--- src/rtl/crb_pkg.sv ---
package crb_pkg;
  localparam int OFF_LSTATE  = 'h00;
  localparam int OFF_LCTRL   = 'h08;
  localparam int OFF_LSTS    = 'h0C;
  localparam int OFF_IFID    = 'h30;
  localparam int OFF_CEXT    = 'h38;
  localparam int OFF_REQ     = 'h40;
  localparam int OFF_STS     = 'h44;
  localparam int OFF_CANCEL  = 'h48;
  localparam int OFF_START   = 'h4C;
  localparam int OFF_IEN     = 'h50;
  localparam int OFF_ISTS    = 'h54;
  localparam int OFF_CSIZE   = 'h58;
  localparam int OFF_CADDR_L = 'h5C;
  localparam int OFF_CADDR_H = 'h60;
  localparam int OFF_RSIZE   = 'h64;
  localparam int OFF_RADDR_L = 'h68;
  localparam int OFF_RADDR_H = 'h6C;
  localparam int OFF_BUF     = 'h80;

  localparam logic [2:0] IFTYPE_CRB = 3'd1;

  // Locality state word: valid in bit 7, assigned in bit 1, established in bit 0.
  function automatic logic [31:0] lstate_word(input logic assigned, input logic est);
    return {24'd0, 1'b1, 5'd0, assigned, est};
  endfunction

  // Go-idle wins over go-ready when both are requested.
  function automatic logic idle_after(input logic [1:0] req);
    return req[1];
  endfunction
endpackage

--- src/rtl/crb_locality.sv ---
module crb_locality (
  input  logic clk,
  input  logic rst_n,
  input  logic ctrl_wr,
  input  logic want_bit,
  input  logic drop_bit,
  output logic assigned,
  output logic established
);
  logic grant_ev;
  logic drop_ev;

  assign drop_ev  = ctrl_wr && drop_bit;
  assign grant_ev = ctrl_wr && want_bit && !drop_bit;

  always_ff @(posedge clk) begin
    if (!rst_n) begin
      assigned    <= 1'b0;
      established <= 1'b0;
    end else begin
      if (drop_ev)       assigned <= 1'b0;
      else if (grant_ev) assigned <= 1'b1;
      if (grant_ev)      established <= 1'b1;
    end
  end
endmodule

--- src/rtl/crb_ctrl.sv ---
module crb_ctrl (
  input  logic       clk,
  input  logic       rst_n,
  input  logic       req_wr,
  input  logic [1:0] req_bits,
  input  logic       start_wr,
  input  logic       start_bit,
  input  logic       cancel_wr,
  input  logic       cancel_bit,
  input  logic       assigned,
  input  logic       eng_done,
  input  logic       eng_abort,
  output logic [1:0] req_q,
  output logic       idle,
  output logic       start,
  output logic       cancel,
  output logic       start_set_ev,
  output logic       start_clr_ev,
  output logic       req_apply_ev
);
  logic req_done;

  assign req_apply_ev = (req_q != 2'b00) && !req_done;
  assign start_clr_ev = start && (eng_done || eng_abort);
  assign start_set_ev = !start && start_wr && start_bit && assigned;

  always_ff @(posedge clk) begin
    if (!rst_n) begin
      req_q    <= 2'b00;
      req_done <= 1'b0;
      idle     <= 1'b1;
      start    <= 1'b0;
      cancel   <= 1'b0;
    end else begin
      req_done <= req_apply_ev;
      if (req_apply_ev) idle <= crb_pkg::idle_after(req_q);
      req_q <= (req_done ? 2'b00 : req_q) | (req_wr ? req_bits : 2'b00);
      if (cancel_wr) cancel <= cancel_bit;
      if (start_clr_ev)      start <= 1'b0;
      else if (start_set_ev) start <= 1'b1;
    end
  end
endmodule

--- src/rtl/crb_databuf.sv ---
module crb_databuf #(
  parameter int WORDS = 32,
  localparam int IDX_W = $clog2(WORDS)
) (
  input  logic             clk,
  input  logic             rst_n,
  input  logic             we,
  input  logic [IDX_W-1:0] idx,
  input  logic [31:0]      wdata,
  output logic [31:0]      rdata
);
  logic [31:0] mem [WORDS];

  always_ff @(posedge clk) begin
    if (!rst_n) begin
      for (int i = 0; i < WORDS; i++) mem[i] <= 32'd0;
    end else if (we) begin
      mem[idx] <= wdata;
    end
  end

  assign rdata = mem[idx];
endmodule

--- src/rtl/crb_regfile.sv ---
module crb_regfile #(
  parameter int ADDR_W    = 12,
  parameter int BUF_WORDS = 32
) (
  input  logic              clk,
  input  logic              rst_n,
  input  logic              bus_sel,
  input  logic              bus_we,
  input  logic [ADDR_W-1:0] bus_addr,
  input  logic [31:0]       bus_wdata,
  output logic [31:0]       bus_rdata,
  input  logic              eng_done,
  input  logic              eng_abort,
  output logic              eng_busy,
  output logic              eng_cancel
);
  import crb_pkg::*;

  localparam int BUF_BYTES = BUF_WORDS * 4;
  localparam int IDX_W     = $clog2(BUF_WORDS);
  localparam logic [ADDR_W-1:0] BUF_BASE = ADDR_W'(OFF_BUF);
  localparam logic [ADDR_W-1:0] BUF_END  = ADDR_W'(OFF_BUF + BUF_BYTES);

  logic              wr;
  logic              in_buf;
  logic [ADDR_W-1:0] buf_off;
  logic [IDX_W-1:0]  buf_idx;
  logic              loc_wr, req_wr, start_wr, cancel_wr, ien_wr, buf_we;
  logic              assigned, established, idle, start, cancel;
  logic [1:0]        req_q;
  logic              start_set_ev, start_clr_ev, req_apply_ev;
  logic              ien;
  logic [31:0]       buf_rdata;

  assign wr      = bus_sel && bus_we;
  assign in_buf  = (bus_addr >= BUF_BASE) && (bus_addr < BUF_END);
  assign buf_off = bus_addr - BUF_BASE;
  assign buf_idx = buf_off[IDX_W+1:2];

  assign loc_wr    = wr && (bus_addr == ADDR_W'(OFF_LCTRL));
  assign req_wr    = wr && (bus_addr == ADDR_W'(OFF_REQ));
  assign start_wr  = wr && (bus_addr == ADDR_W'(OFF_START));
  assign cancel_wr = wr && (bus_addr == ADDR_W'(OFF_CANCEL));
  assign ien_wr    = wr && (bus_addr == ADDR_W'(OFF_IEN));
  assign buf_we    = wr && in_buf && !start;

  logic unused_bits;
  assign unused_bits = ^{bus_wdata[30:2], bus_addr[1:0], buf_off};

  crb_locality u_loc (
    .clk(clk), .rst_n(rst_n), .ctrl_wr(loc_wr),
    .want_bit(bus_wdata[0]), .drop_bit(bus_wdata[1]),
    .assigned(assigned), .established(established)
  );

  crb_ctrl u_ctrl (
    .clk(clk), .rst_n(rst_n),
    .req_wr(req_wr), .req_bits(bus_wdata[1:0]),
    .start_wr(start_wr), .start_bit(bus_wdata[0]),
    .cancel_wr(cancel_wr), .cancel_bit(bus_wdata[0]),
    .assigned(assigned), .eng_done(eng_done), .eng_abort(eng_abort),
    .req_q(req_q), .idle(idle), .start(start), .cancel(cancel),
    .start_set_ev(start_set_ev), .start_clr_ev(start_clr_ev),
    .req_apply_ev(req_apply_ev)
  );

  crb_databuf #(.WORDS(BUF_WORDS)) u_buf (
    .clk(clk), .rst_n(rst_n), .we(buf_we), .idx(buf_idx),
    .wdata(bus_wdata), .rdata(buf_rdata)
  );

  always_ff @(posedge clk) begin
    if (!rst_n)      ien <= 1'b0;
    else if (ien_wr) ien <= bus_wdata[31];
  end

  assign eng_busy   = start;
  assign eng_cancel = cancel;

  always_comb begin
    bus_rdata = 32'd0;
    if (in_buf) begin
      bus_rdata = buf_rdata;
    end else begin
      case (bus_addr)
        ADDR_W'(OFF_LSTATE):  bus_rdata = lstate_word(assigned, established);
        ADDR_W'(OFF_LSTS):    bus_rdata = {31'd0, assigned};
        ADDR_W'(OFF_IFID):    bus_rdata = {29'd0, IFTYPE_CRB};
        ADDR_W'(OFF_REQ):     bus_rdata = {30'd0, req_q};
        ADDR_W'(OFF_STS):     bus_rdata = {30'd0, idle, 1'b0};
        ADDR_W'(OFF_CANCEL):  bus_rdata = {31'd0, cancel};
        ADDR_W'(OFF_START):   bus_rdata = {31'd0, start};
        ADDR_W'(OFF_IEN):     bus_rdata = {ien, 31'd0};
        ADDR_W'(OFF_CSIZE),
        ADDR_W'(OFF_RSIZE):   bus_rdata = 32'(BUF_BYTES);
        ADDR_W'(OFF_CADDR_L),
        ADDR_W'(OFF_RADDR_L): bus_rdata = 32'(OFF_BUF);
        default:              bus_rdata = 32'd0;
      endcase
    end
  end
endmodule

--- config.mk ---
export PLATFORM = sky130hd
export DESIGN_NAME = crb_regfile
export DESIGN_NICKNAME = d
export VERILOG_FILES = /design/src/rtl/crb_pkg.sv /design/src/rtl/crb_locality.sv /design/src/rtl/crb_ctrl.sv /design/src/rtl/crb_databuf.sv /design/src/rtl/crb_regfile.sv
export SDC_FILE = /design/constraint.sdc
export NUM_CORES = 1
export LEC_CHECK = 0
export ABC_AREA = 1
export ABC_CLOCK_PERIOD_IN_PS = 6010
export BUFFER_PORTS_ARGS = -buffer_cell sky130_fd_sc_hd__buf_2
export CAP_MARGIN = 5
export CORE_MARGIN = 1.5
export CORE_UTILIZATION = 34
export DETAILED_ROUTE_END_ITERATION = 10
export GPL_TIMING_DRIVEN = 0
export PLACE_DENSITY = 0.59
export RECOVER_POWER = 25
export SLEW_MARGIN = 20
export SYNTH_ARGS = -nofsm -noshare
export SYNTH_HDL_FRONTEND = slang
export SYNTH_HIERARCHICAL = 1
export SYNTH_SLANG_ARGS = --single-unit
--- constraint.sdc ---
create_clock -name clk -period 6.01 [get_ports clk]
set_clock_uncertainty 0.1 [all_clocks]
set_input_delay 0.9015 -clock clk [delete_from_list [all_inputs] [get_ports clk]]
set_output_delay 0.9015 -clock clk [all_outputs]
set_load 0.05 [all_outputs]
==> flow_summary_export.csv <==
group,metric,value,unit
run_status,outcome,"finished with violations",
run_status,violations,"capacitance limit, slew limit",
global_routing,via_count_of_the_first_global_routing_pass,35800,
global_routing,globalRouteOverflowTotal,0,
clock_tree,clk_transition_reported_paths,0.05,ns
critical_path,worstPathRequired,6.29,ns
clock_tree,insertion_delay,0.67,ns
final_layout,syn_to_final_growth,14.1,%
global_routing,grt_start_max_net_pins,33,
route,drt_drc_violations_left,0,
route,antenna_left,0,
timing,final-max-slew-violation-count,37,
critical_path,worstSetupStartpointType,"input port",
final_layout,insertedDiodeCount,0,
route,vias,38700,
die,ios,84,
synth,syn-num-nets,5579,
power,vdd_ir_drop_max,0.000225,V
synth,number_of_standard_cells_after_synthesis,5529,
route,drtPass1Iterations,6,
power,p_leak,0.0245,uW
final_layout,final_net_count,5805,
global_routing,antenna_violations_before_repair,7,
timing,setup-violations-final,0,
run,max_cap_viol_count,4,
critical_path,timing.critical_path.to_type,"flop",
timing,fmax,173,MHz
timing,grt_setup_unrepaired,"no",
global_routing,grt_first_pass_wirelength,242,mm
clock_tree,cts.sink_count,1033,
timing,slew-limit-headroom,-8.36,%
placed_design,dp_hpwl,124,mm
route,drt-vias-per-instance,5.01,
die,effective_utilization_at_floorplan,34.4,%
timing,setup_tns,0,ns
synth,synth_area,48200,um^2
timing,hold_violation_total_from_the_final_report,0,
critical_path,crit_fanout,17,
placed_design,placed_cells,7520,
final_layout,layout.area.seq,30900,um^2
clock_tree,htree_levels,3,
clock_tree,post_cts_resize_count,0,
global_routing,track_usage,23.3,%
final_layout,fin_util,39.2,%
placed_design,buffer_ports.inserted,83,
final_layout,multi_input_area,15400,um^2
clock_tree,clock_tree_root_driver_cell,"clkbuf_16",
final_layout,final_layout_size_suffix_gt1_share,6.50,%
route,detailedRoute.firstIterationViolations,4748,
route,wl_per_cell,22.0,um
synth,yosys_warnings,6,
die,core_area,140000,um^2
clock_tree,tritoncts,"built",
final_layout,fillers,14100,
placed_design,final_weighted_congestion_in_routability_driven_placement,0.939,
route,detail_route.wirelength,170,mm
synth,syn-mean-instance-area,8.71,um^2
die,area_of_the_die,144000,um^2
die,die_x,379,um
clock_tree,cts_setup_buffers,0,
die,floorplan.die.height,379,um
min_path,hold_path.class,"flop to flop",
critical_path,criticalPathCategory,"input port to flop",
critical_path,worst_ep_arrival_time,6.06,ns
timing,finalCritPeriodShare,96.2,%
timing,layout_min_cycle_time,5.78,ns
power,power_density,291,nW/um^2
timing,hold_slack,0.360,ns
clock_tree,numCtsBuffers,109,
final_layout,finish.cell_count_without_fillers,7719,
clock_tree,cts_buffer_depth,3,
die,fp-row-count,137,
clock_tree,cts_hold_repair.buffers,0,
timing,tightest_slew,1.61,ns
report_power, final:
group / switching, uW / internal (uW) / total, uW
clock network: 2850 / 3580 / 6430
registers: 68.1 / 8140 / 8200
logic: 1060 / 287 / 1350
total: 3980 / 12000 / 16000
state kept, by name, indices dropped and copies added (netlist names):
name / cells
u_buf/mem: 1024
u_ctrl/req_q: 2
ien: 1
u_ctrl/cancel: 1
u_ctrl/idle: 1
u_ctrl/req_done: 1
u_ctrl/start: 1
u_loc/assigned: 1
u_loc/established: 1
worst paths after layout:
path	startpoint	endpoint	slack, ns	depth (start not counted)
setup / recovery	bus_addr[9]	u_buf/mem[10][8]	0.23	13
hold / removal	u_loc/established	u_loc/established	0.36	2
setup reg to reg	u_ctrl/start	u_buf/mem[10][8]	1.36	7
hold reg to reg	u_loc/established	u_loc/established	0.36	2
per-stage QoR:
step / area (um^2) / setup WS, ns / power [uW]
floorplan: 48200 / 2.25 / 9050
global placement: 50900 / -0.164 / 9620
detailed placement: 51700 / 0.324 / 9680
CTS: 55000 / 0.319 / 16000
global route: 55000 / 0.219 / 16400
finish: 55000 / 0.229 / 16000
layer usage:
metal	GRT usage, %	routed length [um]	part of all wire (%)
met5	0	35	0.021
met4	10.3	8120	4.8
met3	4.31	17000	10
met2	37.3	77100	45
met1	30.9	67500	40
cell usage in the layout (no fill, tap or decap), types with 2 or more instances in the layout:
master / instances
a21oi_1: 5
buf_1: 2
buf_12: 28
buf_16: 4
buf_2: 133
bufinv_16: 5
clkbuf_1: 361
clkbuf_16: 111
clkbuf_2: 10
clkinv_1: 27
clkinv_2: 21
clkinvlp_4: 3
dfxtp_1: 9
edfxtp_1: 1024
inv_1: 90
inv_2: 2
inv_6: 3
nand2_1: 2789
nand2_2: 32
nand3_1: 12
nor2_1: 1129
nor2_2: 2
nor2_4: 10
nor3_1: 8
nor3_2: 6
nor3_4: 3
o21ai_0: 4
critical path: stages:
cell      delay (ns)
buf_2           0.10
nor2_2          0.14
nand2_4         0.11
nor2_8          0.12
inv_1           0.06
clkbuf_1        0.61
nor3_1          0.33
nand2_1         0.28
nor3_1          1.29
nand2_1         0.75
clkbuf_1        0.49
nand2_2         0.58
buf_16          0.24
final cells by class:
| class | instances | area share (%) |
|---|---|---|
| multi-input combinational | 4007 | 27.9 |
| inverter | 93 | 0.635 |
| clock inverter | 60 | 0.783 |
| sequential | 1033 | 56.3 |
| buffer | 396 | 2.88 |
| timing repair buffer | 115 | 1.96 |
| tap | 1876 | 4.27 |
| clock buffer | 139 | 5.25 |
No activity file was read; power rests on OpenSTA's default activity.
